File: config.mk
export PLATFORM = sky130hd
export DESIGN_NAME = tfsm_top
export DESIGN_NICKNAME = d
export VERILOG_FILES = /design/src/rtl/tfsm_pkg.sv /design/src/rtl/tfsm_index.sv /design/src/rtl/tfsm_table.sv /design/src/rtl/tfsm_core_reg.sv /design/src/rtl/tfsm_top.sv
export SDC_FILE = /design/constraint.sdc
export NUM_CORES = 1
export LEC_CHECK = 0
export BUFFER_PORTS_ARGS = -buffer_cell sky130_fd_sc_hd__buf_2
export CAP_MARGIN = 0
export CORE_MARGIN = 2
export CORE_UTILIZATION = 55
export DETAILED_ROUTE_END_ITERATION = 7
export GPL_ROUTABILITY_DRIVEN = 0
export PLACE_DENSITY = 0.83
export RECOVER_POWER = 25
export REMOVE_ABC_BUFFERS = 1
export SYNTH_ARGS = -nofsm -noshare
export SYNTH_HDL_FRONTEND = slang
export SYNTH_HIERARCHICAL = 1
export SYNTH_SLANG_ARGS = --single-unit
File: constraint.sdc
create_clock -name clk -period 4.1 [get_ports clk]
set_clock_uncertainty 0.15 [all_clocks]
set_input_delay 0.615 -clock clk [delete_from_list [all_inputs] [get_ports clk]]
set_output_delay 0.615 -clock clk [all_outputs]
set_load 0.01 [all_outputs]
File: src/rtl/tfsm_pkg.sv
`timescale 1ns/1ps
package tfsm_pkg;
   // default geometry of the machine
   localparam int TFSM_ST_W    = 4;
   localparam int TFSM_IN_W    = 2;
   localparam int TFSM_OUT_W   = 4;
   // largest table index width accepted at elaboration
   localparam int TFSM_MAX_AW  = 12;
endpackage

File: src/rtl/tfsm_index.sv
`timescale 1ns/1ps
// Forms the table index from the state and the external inputs.
module tfsm_index #(
   parameter int ST_W   = 4,
   parameter int IN_W   = 2,
   parameter bit IN_LSB = 1'b1,
   localparam int AW    = ST_W + IN_W
) (
   input  logic [ST_W-1:0] st,
   input  logic [IN_W-1:0] ins,
   output logic [AW-1:0]   idx
);
   generate
      if (IN_LSB) begin : g_in_low
         assign idx = {st, ins};
      end else begin : g_in_high
         assign idx = {ins, st};
      end
   endgenerate
endmodule

File: src/rtl/tfsm_table.sv
`timescale 1ns/1ps
// Writable transition table: one synchronous write port, one combinational read port.
module tfsm_table #(
   parameter int AW = 6,
   parameter int WW = 8,
   localparam int DEPTH = 1 << AW
) (
   input  logic          clk,
   input  logic          rst_n,
   input  logic          wr_en,
   input  logic [AW-1:0] wr_addr,
   input  logic [WW-1:0] wr_data,
   input  logic [AW-1:0] rd_addr,
   output logic [WW-1:0] rd_word
);
   logic [WW-1:0] cells [DEPTH];

   always_ff @(posedge clk) begin
      if (wr_en) begin
         cells[wr_addr] <= wr_data;
      end
   end

   // read sees the contents before this cycle's write (no bypass)
   assign rd_word = cells[rd_addr];

   // a written entry holds the written word after the edge
   p_write_lands_r5: assert property (@(posedge clk) disable iff (!rst_n)
      wr_en |=> cells[$past(wr_addr)] == $past(wr_data));
endmodule

File: src/rtl/tfsm_core_reg.sv
`timescale 1ns/1ps
// State and output registers, advanced only while run is enabled.
module tfsm_core_reg #(
   parameter int ST_W  = 4,
   parameter int OUT_W = 4
) (
   input  logic             clk,
   input  logic             rst_n,
   input  logic             run_en,
   input  logic [ST_W-1:0]  nxt_st,
   input  logic [OUT_W-1:0] nxt_out,
   output logic [ST_W-1:0]  cur_st,
   output logic [OUT_W-1:0] cur_out
);
   always_ff @(posedge clk or negedge rst_n) begin
      if (!rst_n) begin
         cur_st  <= '0;
         cur_out <= '0;
      end else if (run_en) begin
         cur_st  <= nxt_st;
         cur_out <= nxt_out;
      end
   end

   // leaving reset, both registers are clear
   p_reset_zero_r1: assert property (@(posedge clk) disable iff (!rst_n)
      $rose(rst_n) |-> (cur_st == '0 && cur_out == '0));

   // a stopped machine keeps state and outputs
   p_hold_r4: assert property (@(posedge clk) disable iff (!rst_n)
      !run_en |=> ($stable(cur_st) && $stable(cur_out)));
endmodule

File: src/rtl/tfsm_top.sv
`timescale 1ns/1ps
module tfsm_top #(
   parameter int ST_W   = tfsm_pkg::TFSM_ST_W,
   parameter int IN_W   = tfsm_pkg::TFSM_IN_W,
   parameter int OUT_W  = tfsm_pkg::TFSM_OUT_W,
   parameter bit IN_LSB = 1'b1,
   localparam int AW    = ST_W + IN_W,
   localparam int WW    = ST_W + OUT_W
) (
   input  logic             clk,
   input  logic             rst_n,
   input  logic             run_en,
   input  logic [IN_W-1:0]  ext_in,
   input  logic             prog_we,
   input  logic [AW-1:0]    prog_addr,
   input  logic [WW-1:0]    prog_data,
   output logic [ST_W-1:0]  cur_state,
   output logic [OUT_W-1:0] cur_out
);
   // elaboration-time parameter checks
   generate
      if (ST_W < 1 || IN_W < 1 || OUT_W < 1) begin : g_bad_width
         $error("tfsm_top: every width must be at least 1");
      end
      if (AW > tfsm_pkg::TFSM_MAX_AW) begin : g_bad_depth
         $error("tfsm_top: table index too wide");
      end
   endgenerate

   logic [AW-1:0] rd_idx;
   logic [WW-1:0] rd_word;

   tfsm_index #(.ST_W(ST_W), .IN_W(IN_W), .IN_LSB(IN_LSB)) u_index (
      .st  (cur_state),
      .ins (ext_in),
      .idx (rd_idx)
   );

   tfsm_table #(.AW(AW), .WW(WW)) u_table (
      .clk     (clk),
      .rst_n   (rst_n),
      .wr_en   (prog_we),
      .wr_addr (prog_addr),
      .wr_data (prog_data),
      .rd_addr (rd_idx),
      .rd_word (rd_word)
   );

   tfsm_core_reg #(.ST_W(ST_W), .OUT_W(OUT_W)) u_core (
      .clk     (clk),
      .rst_n   (rst_n),
      .run_en  (run_en),
      .nxt_st  (rd_word[WW-1:OUT_W]),
      .nxt_out (rd_word[OUT_W-1:0]),
      .cur_st  (cur_state),
      .cur_out (cur_out)
   );

   // the state follows the word read before any same-cycle write
   p_next_from_old_r6: assert property (@(posedge clk) disable iff (!rst_n)
      run_en |=> cur_state == $past(rd_word[WW-1:OUT_W]));

   // outputs come from the same entry as the state
   p_out_follow_r3: assert property (@(posedge clk) disable iff (!rst_n)
      run_en |=> cur_out == $past(rd_word[OUT_W-1:0]));
endmodule

After elaboration in Yosys (flattened, before gate mapping)
Memory sizes are Yosys's and may differ from the RTL's. A register that Yosys moved wholly into a read port is not among the register bits.
Cells that the tools add are included.
Word-level totals
  input bits: 20
  output and inout bits: 8
  RAM bits: 512
  memories kept: 1
  word-level logic and storage cells: 4
  register bits: 0
Operators by class
  multiplexer cells: 2
  reductions and logical operators: 1
Memory list
  u_table.cells: depth 64, bits a word 8, read ports 1, clocked after memory_dff 1, write ports 1, RTL line tfsm_table.sv:16  | logic [WW-1:0] cells [DEPTH];
Operators by type and width (count)
  1-bit 2-to-1 mux: 2
  1-bit zero test: 1

Logic depth before layout (Yosys ltp)
  word-level depth: 2
  gate-level depth with buffers: 11
  gate-level depth less buffers: 6

By module
Netlist, hierarchy kept.
By module, submodules not included
  tfsm_table: cells each 932, times used 1, sequential area each 15374.7 um^2, area each 20006.7 um^2
  tfsm_core_reg: cells each 17, times used 1, sequential area each 200.2 um^2, area each 331.6 um^2
  tfsm_index: cells each 6, times used 1, sequential area each 0.0 um^2, area each 45.0 um^2

Worst setup path after synthesis
Ideal clock, no wire load.
  path type: input to register
  from: in ext_in[1]
  to: reg u_core.cur_out[3], read port of u_table.cells
  arrival: 2.494 ns
  path buffers: 4
  library setup time: 0.125 ns
  required time: 3.825 ns
  stages: 9
  slack: 1.331 ns
  path through: buf_4 -> buf_4 -> buf_2 -> buf_2 -> mux4_2 -> mux4_2 -> o21ai_1 -> o41ai_1 -> mux2_4
RTL lines
  start: declaration: RTL line tfsm_top.sv:13  | input logic [IN_W-1:0] ext_in,
  end: declaration: RTL line tfsm_core_reg.sv:13  | output logic [OUT_W-1:0] cur_out

==> Implementation_results.wiki <==
{| class="wikitable"
! Metric !! Value
|-
| Outcome || finished with violations
|-
| Violations in the final reports || max-capacitance violations, max-slew violations
|-
| Crit Path Category || in -> reg
|-
| First drt pass iteration count || 5
|-
| Signal arrival time at the worst endpoint || roughly 3.7 ns
|-
| Effective utilization at floorplan || 0.558
|-
| Summed negative setup slack over all endpoints || 0 ns
|-
| Maximum level of the CTS H-tree || 2
|-
| Final setup viols || 0
|-
| Synthesized instance count || between 900 and 1,000
|-
| DR WL/cell || 29.9 µm
|-
| I/O Pins || 28
|-
| Layout fillers || roughly 2,300
|-
| Clock Latency Late Sink || approximately 0.57 ns
|-
| Footprint of the multi-input gates || 4440 µm²
|-
| Average cell area after synthesis || approximately 21 µm²
|-
| Post-route antenna net violation count || 0
|-
| Clock tree from TritonCTS || yes
|-
| Half-perimeter wire length after detailed placement || 26,300 µm
|-
| Worst Hold Path Cells || 2
|-
| Deepest clock path buffer count || 3
|-
| WP data required || around 4.4 ns
|-
| Via density per instance || between 6 and 7
|-
| Number of register bits inferred by synthesis || 520
|-
| YS warnings || 6
|-
| Detailed Route WL || 45,000 µm
|-
| Worst stage delay on the critical path || between 0.8 and 0.9 ns
|-
| Total routing resource utilization after global routing || 0.239
|-
| Kind of end point of the critical path || flop
|-
| Unrepaired setup endpoints after global routing || false
|-
| Syn-to-layout area delta || 10.7%
|-
| Diode insertion count for antenna repair || 0
|-
| TritonCTS buffer count || 50
|-
| Final number of max-transition violations || 390
|-
| Floorplan die width || around 200 µm
|-
| Final period util || 0.824
|-
| Y dimension of the die || just under 200 µm
|-
| Layout cell share with drive strength beyond 1 || 0.254
|-
| Max-slew headroom at the worst pin || -0.960
|-
| Post-CTS clock slew at the launch and capture registers of the worst setup and hold paths || ~0.060 ns
|-
| Hold slack final || approximately 0.4 ns
|-
| Worst-path cell chain || buf_4, buf_12, mux4_2, mux2_2, a221oi_1, o2bb2ai_1, mux2_4
|-
| Root cell of the clock tree || clkbuf_16
|-
| Total die area || ~39,000 µm²
|-
| Largest driver fanout on the critical path || 39
|-
| Share of the yosys chip area belonging to registers || 0.764
|-
| CP startpoint kind || input pin
|-
| Static Leak || approximately 7.0 nW
|-
| Number of hold buffers added after cts || 1
|-
| Hold Vio Cnt, Final || 0
|-
| Crit-path slowest cell || a221oi_1
|-
| CORE AREA || about 37,000 µm²
|-
| Largest net degree at the start of global routing || 65
|-
| Sequential cell area || approximately 16,000 µm²
|-
| Gates resized, CTS repair || 0
|-
| Buffer count from post-CTS setup fixing || 0
|-
| Actual transition at the worst max-transition pin || just under 3 ns
|-
| Worst IR Drop VDD || between 0.3 and 0.4 mV
|-
| Type of the most critical hold path || in -> reg
|-
| Max-cap violations || 6
|-
| Number of clock sinks || 520
|-
| Final net count || roughly 1,000
|-
| Global-route wire length before repair || 67,200 µm
|-
| Number of global-route vias before repair || between 10,000 and 15,000
|-
| Residual DRC count || 0
|-
| Cell Area, Synth || approximately 20,000 µm²
|-
| Crit path time final || between 3 and 4 ns
|-
| Yosys cell types || 41
|-
| Fmax || between 200 and 300 MHz
|-
| Violation count after the first detailed-route iteration || 1,308
|-
| GRT overflow || 0
|-
| Initial antenna violation count || 1
|-
| Number of buffers added on ports || 27
|-
| Worst Reg2Reg Path Length in Cells || 5
|-
| Via Count || just over 10,000
|-
| Cell Rows || 70
|-
| Power density cells || 551 nW/µm²
|}
==> flip-flops by register name (all words and copies together) (netlist names) <==
register,count
u_core/cur_st,4
u_core/cur_out,4
u_table/cells,512
==> synthesized netlist by cell type <==
library cell / number / share of area
nor4_1: 2 / 0.00061
a31oi_1: 1 / 0.00031
mux2_4: 8 / 0.0059
o41ai_1: 2 / 0.00086
o2bb2ai_1: 3 / 0.0013
edfxtp_1: 512 / 0.75
buf_6: 5 / 0.0028
o311ai_1: 1 / 0.00043
buf_2: 11 / 0.0027
or3_1: 1 / 0.00031
a2111oi_0: 2 / 0.00086
buf_12: 2 / 0.0020
a211oi_1: 4 / 0.0015
clkbuf_1: 17 / 0.0031
buf_1: 4 / 0.00074
mux2_2: 13 / 0.0072
o221ai_1: 8 / 0.0034
nor3_1: 7 / 0.0017
o32ai_1: 2 / 0.00086
dfrtp_1: 8 / 0.0098
o21ai_0: 2 / 0.00049
nor2b_1: 14 / 0.0043
nand4b_1: 1 / 0.00043
a221oi_1: 6 / 0.0026
mux4_2: 126 / 0.14
nand3b_1: 3 / 0.0011
buf_4: 19 / 0.0070
and2_1: 1 / 0.00031
nand3_1: 13 / 0.0032
nand2b_1: 7 / 0.0021
a22oi_1: 3 / 0.0011
mux2i_1: 23 / 0.011
o21ai_1: 2 / 0.00049
o21a_1: 2 / 0.00074
a21oi_1: 3 / 0.00074
nand4_1: 2 / 0.00061
o2111ai_1: 3 / 0.0013
o22ai_1: 8 / 0.0025
nand2_1: 19 / 0.0035
nor2_1: 83 / 0.015
o221a_2: 2 / 0.0011
==> layout by cell type (no fill, tap or decap), drive strengths merged, types with 4 or more instances in the layout <==
cell type,n
bufinv,6
mux2,21
clkinv,24
nor2b,14
o221ai,8
edfxtp,512
dfrtp,8
mux2i,23
a211oi,4
nand2b,7
nand2,19
nor2,83
nand3,13
nor3,7
o21ai,4
mux4,126
o22ai,8
a221oi,6
buf,41
clkbuf,66
==> worst paths after layout <==
kind	from	end	slack, ns
hold / removal	run_en	u_core/cur_out[3]	0.39
setup reg to reg	u_core/cur_st[0]	u_core/cur_out[0]	0.78
setup / recovery	ext_in[1]	u_core/cur_out[0]	0.72
hold reg to reg	u_core/cur_out[0]	u_core/cur_out[0]	0.47
max in group asynchronous	rst_n	u_core/cur_st[0]	2.85
min in group asynchronous	rst_n	u_core/cur_st[2]	0.45
==> power by group <==
part           leakage, nW  switching, mW  internal (mW)
sequential            4.70          0.273           5.93
clock                0.794           1.88           2.64
combinational         1.56          0.959          0.754
total                 7.05           3.12           9.32
==> worst max-delay path: cells and delay by family <==
kind                   cells  cell delay [ns]
AO/OA/AOI/OAI              2             1.05
buffers and inverters      2             0.76
multiplexers               3             1.17
==> cell families (layout without fill, tap and decap cells) <==
kind of cell,Yosys count,in the layout,synth area share
AO/OA/AOI/OAI,54,54,0.0205
buffers and inverters,58,140,0.0183
flip-flops,520,520,0.764
multiplexers,170,170,0.164
AND/OR/NAND/NOR,153,153,0.0335
==> stage by stage <==
step	worst slack, ns	utilization	area (µm²)	power (mW)	instances
finish	0.723	0.618	22600	12.4	1505
detailed placement	0.323	0.574	21000	7.94	1414
global route	0.746	0.618	22600	12.8	1505
CTS	0.832	0.618	22600	12.4	1505
global placement	0.299	0.574	21000	7.90	1414
floorplan	0.470	-	20000	7.20	897
==> metal layers <==
metal | GRT usage | part of all wire | wire, µm | up-vias
met2 | 0.390 | 0.49 | 22300 | 659
met3 | 0.0510 | 0.10 | 4580 | 107
li1 | - | - | - | 4058
met5 | 0 | 0 | 0 | -
met1 | 0.328 | 0.37 | 16700 | 5298
met4 | 0.0797 | 0.032 | 1460 | 0
==> area by class of cell <==
class	count	area share
timing repair buffer	50	0.0161
clock inverter	32	0.0135
clock buffer	58	0.0577
sequential	520	0.690
tap	468	0.0259
multi-input combinational	377	0.197
Power figures use the tool's default switching activity.
